==> src/rtl/wer_pkg.sv <==
// Shared constants for the wake event router: register offsets and the
// per-input detection mode encoding ({edge bit, level bit}).
package wer_pkg;

    localparam int unsigned WER_ADDR_W = 12;

    localparam logic [WER_ADDR_W-1:0] OFS_LEVEL    = 12'h000;
    localparam logic [WER_ADDR_W-1:0] OFS_EDGE     = 12'h004;
    localparam logic [WER_ADDR_W-1:0] OFS_EN_CLR   = 12'hFD8;
    localparam logic [WER_ADDR_W-1:0] OFS_EN_SET   = 12'hFDC;
    localparam logic [WER_ADDR_W-1:0] OFS_STAT     = 12'hFE0;
    localparam logic [WER_ADDR_W-1:0] OFS_EN       = 12'hFE4;
    localparam logic [WER_ADDR_W-1:0] OFS_STAT_CLR = 12'hFE8;
    localparam logic [WER_ADDR_W-1:0] OFS_STAT_SET = 12'hFEC;

    typedef enum logic [1:0] {
        MODE_LOW  = 2'b00,
        MODE_HIGH = 2'b01,
        MODE_FALL = 2'b10,
        MODE_RISE = 2'b11
    } wer_mode_e;

endpackage

==> src/rtl/wer_sync.sv <==
// Synchronizer bank: STAGES flops per input, plus one more flop that holds
// the previous synchronized value for edge detection.
// Assumes: inputs are asynchronous single bits; STAGES >= 2.
module wer_sync #(
    parameter int unsigned N_IN   = 8,
    parameter int unsigned STAGES = 2
) (
    input  logic            clk,
    input  logic            rst_n,
    input  logic [N_IN-1:0] async_in,
    output logic [N_IN-1:0] sync_out,
    output logic [N_IN-1:0] sync_prev
);

    logic [N_IN-1:0] chain [STAGES];

    // First stage captures the raw inputs.
    always_ff @(posedge clk) begin
        if (!rst_n) chain[0] <= '0;
        else        chain[0] <= async_in;
    end

    for (genvar s = 1; s < STAGES; s++) begin : g_stage
        // Each later stage retimes the one before it.
        always_ff @(posedge clk) begin
            if (!rst_n) chain[s] <= '0;
            else        chain[s] <= chain[s-1];
        end
    end

    assign sync_out = chain[STAGES-1];

    // Delayed copy of the synchronized value.
    always_ff @(posedge clk) begin
        if (!rst_n) sync_prev <= '0;
        else        sync_prev <= sync_out;
    end

endmodule

==> src/rtl/wer_detect.sv <==
// Per-input event detector. The {edge,level} configuration bits pick
// low level, high level, falling edge or rising edge.
// Assumes: sync and prev come from the same synchronizer, one cycle apart.
module wer_detect
    import wer_pkg::*;
#(
    parameter int unsigned N_IN = 8
) (
    input  logic            clk,
    input  logic            rst_n,
    input  logic [N_IN-1:0] level_cfg,
    input  logic [N_IN-1:0] edge_cfg,
    input  logic [N_IN-1:0] sync,
    input  logic [N_IN-1:0] prev,
    output logic [N_IN-1:0] hit
);

    for (genvar i = 0; i < N_IN; i++) begin : g_det
        // Decode this input's mode into a one-cycle hit.
        always_comb begin
            case (wer_mode_e'({edge_cfg[i], level_cfg[i]}))
                MODE_LOW:  hit[i] = ~sync[i];
                MODE_HIGH: hit[i] = sync[i];
                MODE_FALL: hit[i] = prev[i] & ~sync[i];
                MODE_RISE: hit[i] = ~prev[i] & sync[i];
                default:   hit[i] = 1'b0;
            endcase
        end

        // an edge-mode hit needs a change between sync and prev.
        a_r2_edge_needs_change: assert property (@(posedge clk) disable iff (!rst_n)
            (edge_cfg[i] && hit[i]) |-> (sync[i] != prev[i]));
        // a level-mode hit matches the selected polarity.
        a_r2_level_polarity: assert property (@(posedge clk) disable iff (!rst_n)
            (!edge_cfg[i] && hit[i]) |-> (sync[i] == level_cfg[i]));
    end

endmodule

==> src/rtl/wer_regs.sv <==
// Register file: mode registers, write-one set/clear for enable and
// status, and a combinational read mux.
// Assumes: one write per bus_wr cycle; hardware hits beat software clears.
module wer_regs
    import wer_pkg::*;
#(
    parameter int unsigned N_IN = 8
) (
    input  logic                  clk,
    input  logic                  rst_n,
    input  logic [WER_ADDR_W-1:0] bus_addr,
    input  logic                  bus_wr,
    input  logic [N_IN-1:0]       bus_wdata,
    input  logic [N_IN-1:0]       hw_hit,
    output logic [N_IN-1:0]       level_cfg,
    output logic [N_IN-1:0]       edge_cfg,
    output logic [N_IN-1:0]       enable,
    output logic [N_IN-1:0]       status,
    output logic [N_IN-1:0]       bus_rdata
);

    logic wr_level, wr_edge, wr_en_set, wr_en_clr, wr_st_set, wr_st_clr;
    logic [N_IN-1:0] status_next;

    // Decode the write strobe per register.
    always_comb begin
        wr_level  = bus_wr && (bus_addr == OFS_LEVEL);
        wr_edge   = bus_wr && (bus_addr == OFS_EDGE);
        wr_en_set = bus_wr && (bus_addr == OFS_EN_SET);
        wr_en_clr = bus_wr && (bus_addr == OFS_EN_CLR);
        wr_st_set = bus_wr && (bus_addr == OFS_STAT_SET);
        wr_st_clr = bus_wr && (bus_addr == OFS_STAT_CLR);
    end

    // Mode configuration registers.
    always_ff @(posedge clk) begin
        if (!rst_n) begin
            level_cfg <= '0;
            edge_cfg  <= '0;
        end else begin
            if (wr_level) level_cfg <= bus_wdata;
            if (wr_edge)  edge_cfg  <= bus_wdata;
        end
    end

    // Enable mask, changed only by the write-one set/clear locations.
    always_ff @(posedge clk) begin
        if (!rst_n)         enable <= '0;
        else if (wr_en_set) enable <= enable | bus_wdata;
        else if (wr_en_clr) enable <= enable & ~bus_wdata;
    end

    // Next status: clear first, then software set, then hardware hits win.
    always_comb begin
        status_next = status;
        if (wr_st_clr) status_next = status_next & ~bus_wdata;
        if (wr_st_set) status_next = status_next | bus_wdata;
        status_next = status_next | hw_hit;
    end

    // Sticky status register.
    always_ff @(posedge clk) begin
        if (!rst_n) status <= '0;
        else        status <= status_next;
    end

    // Read mux; set/clear and reserved locations read zero.
    always_comb begin
        case (bus_addr)
            OFS_LEVEL: bus_rdata = level_cfg;
            OFS_EDGE:  bus_rdata = edge_cfg;
            OFS_STAT:  bus_rdata = status;
            OFS_EN:    bus_rdata = enable;
            default:   bus_rdata = '0;
        endcase
    end

    // bits written to the enable-set location are set next cycle.
    a_r5_en_set: assert property (@(posedge clk) disable iff (!rst_n)
        wr_en_set |=> ((enable & $past(bus_wdata)) == $past(bus_wdata)));
    // enable only loses bits through the clear location.
    a_r5_en_hold: assert property (@(posedge clk) disable iff (!rst_n)
        !wr_en_clr |=> ((enable & $past(enable)) == $past(enable)));
    // a hardware hit leaves its status bit set, even over a clear.
    a_r6_hw_set_wins: assert property (@(posedge clk) disable iff (!rst_n)
        (|hw_hit) |=> ((status & $past(hw_hit)) == $past(hw_hit)));
    // status only loses bits through the clear location.
    a_r6_status_sticky: assert property (@(posedge clk) disable iff (!rst_n)
        !wr_st_clr |=> ((status & $past(status)) == $past(status)));
    // writes outside the mode locations keep the mode registers.
    a_r10_cfg_stable: assert property (@(posedge clk) disable iff (!rst_n)
        (bus_wr && !wr_level && !wr_edge) |=>
            ($stable(level_cfg) && $stable(edge_cfg)));

endmodule

==> src/rtl/wake_event_router.sv <==
// Top of the wake event router: synchronizer, detectors, register file
// and the registered combined event output.
// Assumes: a single clock domain for the bus; wake inputs are asynchronous.
module wake_event_router
    import wer_pkg::*;
#(
    parameter int unsigned N_IN        = 8,
    parameter int unsigned SYNC_STAGES = 2
) (
    input  logic                  clk,
    input  logic                  rst_n,
    input  logic [N_IN-1:0]       wake_in,
    input  logic [WER_ADDR_W-1:0] bus_addr,
    input  logic                  bus_wr,
    input  logic [N_IN-1:0]       bus_wdata,
    output logic [N_IN-1:0]       bus_rdata,
    output logic                  event_out
);

    logic [N_IN-1:0] sync_val, sync_prev, hit;
    logic [N_IN-1:0] level_cfg, edge_cfg, enable, status;

    wer_sync #(.N_IN(N_IN), .STAGES(SYNC_STAGES)) sync_i (
        .clk(clk), .rst_n(rst_n), .async_in(wake_in),
        .sync_out(sync_val), .sync_prev(sync_prev)
    );

    wer_detect #(.N_IN(N_IN)) detect_i (
        .clk(clk), .rst_n(rst_n), .level_cfg(level_cfg), .edge_cfg(edge_cfg),
        .sync(sync_val), .prev(sync_prev), .hit(hit)
    );

    wer_regs #(.N_IN(N_IN)) regs_i (
        .clk(clk), .rst_n(rst_n), .bus_addr(bus_addr), .bus_wr(bus_wr),
        .bus_wdata(bus_wdata), .hw_hit(hit), .level_cfg(level_cfg),
        .edge_cfg(edge_cfg), .enable(enable), .status(status),
        .bus_rdata(bus_rdata)
    );

    // Registered OR of enabled status bits.
    always_ff @(posedge clk) begin
        if (!rst_n) event_out <= 1'b0;
        else        event_out <= |(status & enable);
    end

    // the event output follows enabled status with one cycle of lag.
    a_r9_event_lag: assert property (@(posedge clk) disable iff (!rst_n)
        event_out == $past(|(status & enable)));

endmodule

==> config.mk <==
export PLATFORM = sky130hd
export DESIGN_NAME = wake_event_router
export DESIGN_NICKNAME = d
export VERILOG_FILES = /design/src/rtl/wer_pkg.sv /design/src/rtl/wer_sync.sv /design/src/rtl/wer_detect.sv /design/src/rtl/wer_regs.sv /design/src/rtl/wake_event_router.sv
export SDC_FILE = /design/constraint.sdc
export NUM_CORES = 1
export LEC_CHECK = 0
export ABC_AREA = 1
export BUFFER_PORTS_ARGS = -buffer_cell sky130_fd_sc_hd__buf_2
export CORE_MARGIN = 3
export CORE_UTILIZATION = 43
export CTS_BUF_LIST = sky130_fd_sc_hd__clkbuf_4
export DETAILED_ROUTE_END_ITERATION = 6
export PLACE_DENSITY = 0.72
export SYNTH_ARGS = -nofsm -noshare
export SYNTH_HDL_FRONTEND = slang
export SYNTH_HIERARCHICAL = 1
export SYNTH_SLANG_ARGS = --single-unit
==> constraint.sdc <==
create_clock -name clk -period 2.3 [get_ports clk]
set_input_delay 0.345 -clock clk [delete_from_list [all_inputs] [get_ports clk]]
set_output_delay 0.345 -clock clk [all_outputs]
set_load 0.02 [all_outputs]
==> results.cfg, run 1 <==
[synth]
syn_avg_cell_area_sq_um = 6.161
synth-seq-area-share = 0.3907
ys_warn_count = 6
synth_compound_area_frac = 0.02913
synth_area_sq_um = 2920
synth-seq-cells = 57
synth.area.mux_share = 0
synthAdderAreaFrac = 0
synth_cells = 474
synth-xor-area-share = 0
netlist-cell-type-count = 19
syn_nets = 505
yosys.area_share.simple = 0.4439
synth_top_family_by_area = simple AND/OR/NAND/NOR gates

[setup_path]
reg2reg_to = regs_i/status[2]
crit_slowest_cell = nor2_2
crit_fanout = 8
max_stage_delay_ps = 340
rr_worst_depth = 7
crit_family = simple AND/OR/NAND/NOR gates
worstPathCellList = buf_2, inv_1, nand2_1, nor2_1, nand2_1, nor2_2, nand2_1, nand4_1, buf_2
r2r-start = regs_i/edge_cfg[2]
path_buf_inv = 3
startpoint = bus_addr[4]
r2r_setup_slack_ps = 1330
endpoint_kind = primary output
cp.arrival_ps = 1510
cp-endpoint = bus_rdata[0]
criticalPathCategory = input pin to primary output
cpMostUsedCell = nand2_1
startpoint_type = input pin
crit_cells = 9
required_ps = 1960

[final_layout]
final_cell_mix = nand2_1 (159), inv_1 (81), nor2_1 (78)
area_growth_pct = 12.90
instances_no_fill = 600
drive_above_1_share = 0.1319
fillers = 659
final_common_cell = nand2_1
nets = 549
antenna_cells = 0

[die]
fp.coreArea_sq_um = 6459
dieHeight_um = 88.41
core.rowCount = 29
start_util = 0.4522
ios = 40
die-area_sq_um = 7816
die_w_um = 88.41

[global_route]
grt_max_degree = 42
grt_usage = 0.1746
grt_antenna_before_repair = 0
grt_overflow = 0
grt_pass1_wl_um = 10720
grt_pass1_vias = 2442

[routing]
drc = 0
firstDrtPassIters = 5
drt_wl_total_um = 6546
wl_per_cell_um = 10.91
via_count = 2874
dr.first_iter.drc_count = 210
drtAntennaViolNets = 0
vias_per_cell = 4.790

[placed_design]
place_inst = 584
dp_hpwl_um = 4821
place_ws_ps = 440.4
gp_congestion = 0.8215
io_buffers = 39

[timing]
maxSlewHeadroom = 0.6239
post-route-period-util = 0.8053
worst_pin_slew_ps = 562.0
worst_hold_slack_ps = 104.6
setup-violations-final = 0
hold_viol = 0
rsz0062_at_grt = no
setup-tns-final_ps = 0
fin_ws_ps = 447.9
slew_viol_final = 0
max_freq_ghz = 0.5399
final.min_clock_period_ps = 1852
fin_skew_ps = 10.81

[clocking]
clkSinkCount = 57
ctsLongestPathBuffers = 2
clock-root-buffer = clkbuf_4
cts_resized = 0
clk_pin_slew_worst_paths_ps = 110
postCtsHoldBufs = 0
numCtsBuffers = 9
clock_latency_ps = 410
h-tree-depth = 3
cts_post_setup_buffers_inserted = 0
cts_tree = yes

[power]
leakage_nw = 1.798
p_sw_frac = 0.2842
power.density_nw_per_um2 = 547.9
combPwrFrac = 0.081
p_int_mw = 1.293
pwr-share-clk = 0.349
pwr-share-seq = 0.570
ir_drop_mv = 0.2550
p_sw_mw = 0.5134

[outcome]
outcome = completed

[flow_run]
max_cap_viol_count = 0

[hold_path]
min_path_type = input pin to register
-- routing by layer --
layer	vias up	wire length (um)	global-route usage	part of all wire
li1	1535	-	-	-
met1	1240	2985	0.2177	0.46
met2	92	3036	0.2910	0.46
met3	7	453	0.05214	0.069
met4	0	71	0.05357	0.011
met5	-	0	0	0
-- worst min path at each step --
stage,startpoint,end,cells past startpoint
after floorplan,sync_i/chain[0][7],sync_i/chain[1][7],2
after global placement,sync_i/chain[0][7],sync_i/chain[1][7],2
after detailed placement,sync_i/chain[0][4],sync_i/chain[1][4],2
after CTS,wake_in[2],sync_i/chain[0][2],3
after global routing,wake_in[7],sync_i/chain[0][7],3
final,wake_in[2],sync_i/chain[0][2],3
-- cells in the mapped netlist, drive strengths merged --
cell / number / area, sq um
nand2: 159 / 596.8
inv: 82 / 307.8
nor2: 81 / 311.5
dfxtp: 57 / 1141
nand3: 29 / 157.7
nand4: 25 / 156.4
nor3: 10 / 66.32
a21oi: 9 / 45.04
buf: 9 / 75.06
o21ai: 8 / 40.04
clkbuf: 4 / 15.01
nand3b: 1 / 7.510
-- power by group through the flow --
stage,combinational (mW),clock [mW],sequential [mW]
after floorplan,0.0874,0,1.05
after global placement,0.141,0,1.05
after detailed placement,0.145,0,1.05
after CTS,0.145,0.657,1.03
after global routing,0.167,0.692,1.03
final,0.146,0.631,1.03
-- cell type report --
type	count	area (sq um)	share of cell area
clock buffers	9	67.56	0.02049
clock inverters	7	55.05	0.01670
inverters	82	307.8	0.09336
multi-input cells	322	1381	0.4190
flip-flops and latches	57	1141	0.3461
well taps	77	96.34	0.02922
repair buffers	46	247.7	0.07514
-- worst register-to-register path: cells and delay by family, from the launching register on --
family	cells	cell delay (ps)
DFF	1	410
and+or+nand+nor	6	380
buffers and inverters	1	60
-- stage by stage --
step | cell area, sq um | power (mW) | util
6_report | 3297 | 1.806 | 0.5105
5_1_grt | 3297 | 1.892 | 0.5105
4_1_cts | 3297 | 1.832 | 0.5105
3_5_place_dp | 3174 | 1.197 | 0.4915
3_3_place_gp | 3174 | 1.192 | 0.4915
2_1_floorplan | 2920 | 1.136 | -
-- cells by family after synthesis --
logic type / after synthesis
AOI/OAI and AO/OA: 17
buffers and inverters: 95
and+or+nand+nor: 305
DFF: 57
No activity file was read; power rests on OpenSTA's default activity.
==> run 2: changes to the inputs <==
--- a/config.mk
+++ b/config.mk
@@ -5,13 +5,13 @@
 export SDC_FILE = /design/constraint.sdc
 export NUM_CORES = 1
 export LEC_CHECK = 0
-export ABC_AREA = 1
+export ABC_AREA = 0
 export BUFFER_PORTS_ARGS = -buffer_cell sky130_fd_sc_hd__buf_2
 export CORE_MARGIN = 3
 export CORE_UTILIZATION = 43
 export CTS_BUF_LIST = sky130_fd_sc_hd__clkbuf_4
 export DETAILED_ROUTE_END_ITERATION = 6
-export PLACE_DENSITY = 0.72
+export PLACE_DENSITY = 0.74
 export SYNTH_ARGS = -nofsm -noshare
 export SYNTH_HDL_FRONTEND = slang
 export SYNTH_HIERARCHICAL = 1
==> constraint.sdc (replaced) <==
create_clock -name clk -period 1.7 [get_ports clk]
set_input_delay 0.255 -clock clk [delete_from_list [all_inputs] [get_ports clk]]
set_output_delay 0.255 -clock clk [all_outputs]
set_load 0.02 [all_outputs]
==> run 2 against run 1 <==
  * Via count down 22%
  * Largest power group unchanged
  * Sequential power rose by 37%
  * Register-to-register slack worse by 810 ps
  * Clock skew barely moved
  * Global-route usage down 0.42 points
  * Sequential share of layout area is 1.0 points higher
  * Sequential cell count stayed put
  * Synthesized area down 7.2%
==> results.cfg, run 2 <==
[clocking]
clock-root-buffer = clkbuf_4
numCtsBuffers = 9
ctsLongestPathBuffers = 2
clkSinkCount = 57
cts_tree = yes
clk_pin_slew_worst_paths_ps = 110
clock_latency_ps = 400
h-tree-depth = 3

[die]
dieHeight_um = 85.37
die_w_um = 85.37
ios = 40
start_util = 0.4495
die-area_sq_um = 7288
fp.coreArea_sq_um = 6026
core.rowCount = 28

[synth]
async_flop_share = 0
synth_cells = 282
synth_top_family_by_area = simple AND/OR/NAND/NOR gates
synth_flop_cell = dfxtp_1
netlist-cell-type-count = 34
synth-xor-area-share = 0
synth_most_common_cell = dfxtp_1
synth.area.mux_share = 0.1478
syn_nets = 313
yosysTopAreaCellShare = 0.4212
synth_top_cell_by_area = dfxtp_1
syn_avg_cell_area_sq_um = 9.606
synth-seq-cells = 57
synth-seq-area-share = 0.4212
synth_compound_area_frac = 0.1182
netlist_top_cells_count = dfxtp_1 (57), nand2_1 (50), mux2i_1 (40)
synth_edf_count = 0
synth_area_sq_um = 2709
ys_warn_count = 6
synthTopCellsByArea = dfxtp_1 (42%), mux2i_1 (15%), nand2_1 (6.9%)
yosys.area_share.simple = 0.2758
synthAdderAreaFrac = 0

[timing]
final.min_clock_period_ps = 1663
max_freq_ghz = 0.6013
worst_hold_slack_ps = 51.16
fin_skew_ps = 11.09
setup-tns-final_ps = 0
maxSlewHeadroom = 0.7655
setup-violations-final = 0
worst_pin_slew_ps = 348.6
slew_viol_final = 0
post-route-period-util = 0.9783
hold_viol = 0
fin_ws_ps = 36.96

[setup_path]
endpoint_kind = primary output
criticalPathCategory = input pin to primary output
cp.arrival_ps = 1410
required_ps = 1440
startpoint_type = input pin
crit_fanout = 8

[final_layout]
antenna_cells = 0
nets = 364
final_cell_mix = dfxtp_1 (57), nand2_1 (50), mux2i_1 (40)
multiInputGateArea_sq_um = 1488
fillers = 590
drive_above_1_share = 0.2840
seq_area_sq_um = 1141
area_growth_pct = 18.24
final_common_cell = dfxtp_1
instances_no_fill = 413

[global_route]
grt_usage = 0.1704
grt_pass1_wl_um = 9749
grt_antenna_before_repair = 0
grt_max_degree = 54
grt_pass1_vias = 2087
grt_overflow = 0

[placed_design]
io_buffers = 39
place_ws_ps = -10.45
dp_hpwl_um = 4035
gp_congestion = 0.8673
place_inst = 396

[routing]
vias_per_cell = 5.412
drt_wl_total_um = 6013
via_count = 2235
firstDrtPassIters = 4
drtAntennaViolNets = 0
drc = 0
wl_per_cell_um = 14.56
dr.first_iter.drc_count = 164

[power]
leakage_nw = 1.374
power.density_nw_per_um2 = 773.8
p_total_mw = 2.479
ir_drop_mv = 0.3762

[hold_path]
min_path_type = input pin to register

[outcome]
outcome = completed

[flow_run]
max_cap_viol_count = 0
==> run 2: critical path, stage by stage <==
cell and delay [ps]:
buf_2 130, nor4_4 340, nand3_1 130, buf_4 200, o22ai_1 170, buf_4 180
==> run 2: stage by stage <==
step,util,area (sq um)
after floorplan,-,2709
after global placement,0.5069,3054
after detailed placement,0.5069,3054
after CTS,0.5272,3177
after global routing,0.5316,3203
final,0.5316,3203
==> run 2: path summary, 6_finish.rpt <==
check | slack (ps) | to | startpoint | depth (start not counted)
worst max-delay path | 40 | bus_rdata[2] | bus_addr[4] | 6
worst min-delay path | 50 | sync_i/chain[0][7] | wake_in[7] | 2
worst max register to register | 520 | regs_i/status[0] | regs_i/level_cfg[0] | 5
worst min register to register | 440 | sync_i/chain[1][1] | sync_i/chain[0][1] | 1
==> run 2: repair_timing <==
item | CTS | global route
pin swaps | 0 | 1
setup buffers | 0 | 1
resized for setup | 1 | 5
endpoints found under the setup margin | 3 | 8
hold buffers | 0 | 0
==> run 2: power by group <==
part	switching [mW]	leakage [nW]	internal [mW]
Combinational	0.126	0.848	0.121
Sequential	0.0289	0.466	1.38
Clock	0.530	0.0597	0.297
Total	0.685	1.37	1.79
==> run 2: logic make-up after synthesis <==
| kind of cell | Yosys count |
|---|---|
| buf+inv | 18 |
| simple gates | 129 |
| compound gates | 38 |
| flops | 57 |
| mux | 40 |
==> run 2: metal layers <==
layer,wire (um),track usage,part of all wire,up-vias
met5,0,0,0,-
met4,144,0.09640,0.024,0
met3,270,0.03495,0.045,13
met2,2735,0.2599,0.45,54
met1,2862,0.2234,0.48,1051
li1,-,-,-,1117
==> run 2: cell type report <==
type,count,share of cell area
multi-input cells,207,0.4645
inverters,1,0.001172
clock buffers,9,0.02109
clock inverters,7,0.01445
flip-flops and latches,57,0.3562
repair buffers,57,0.1133
well taps,75,0.02930
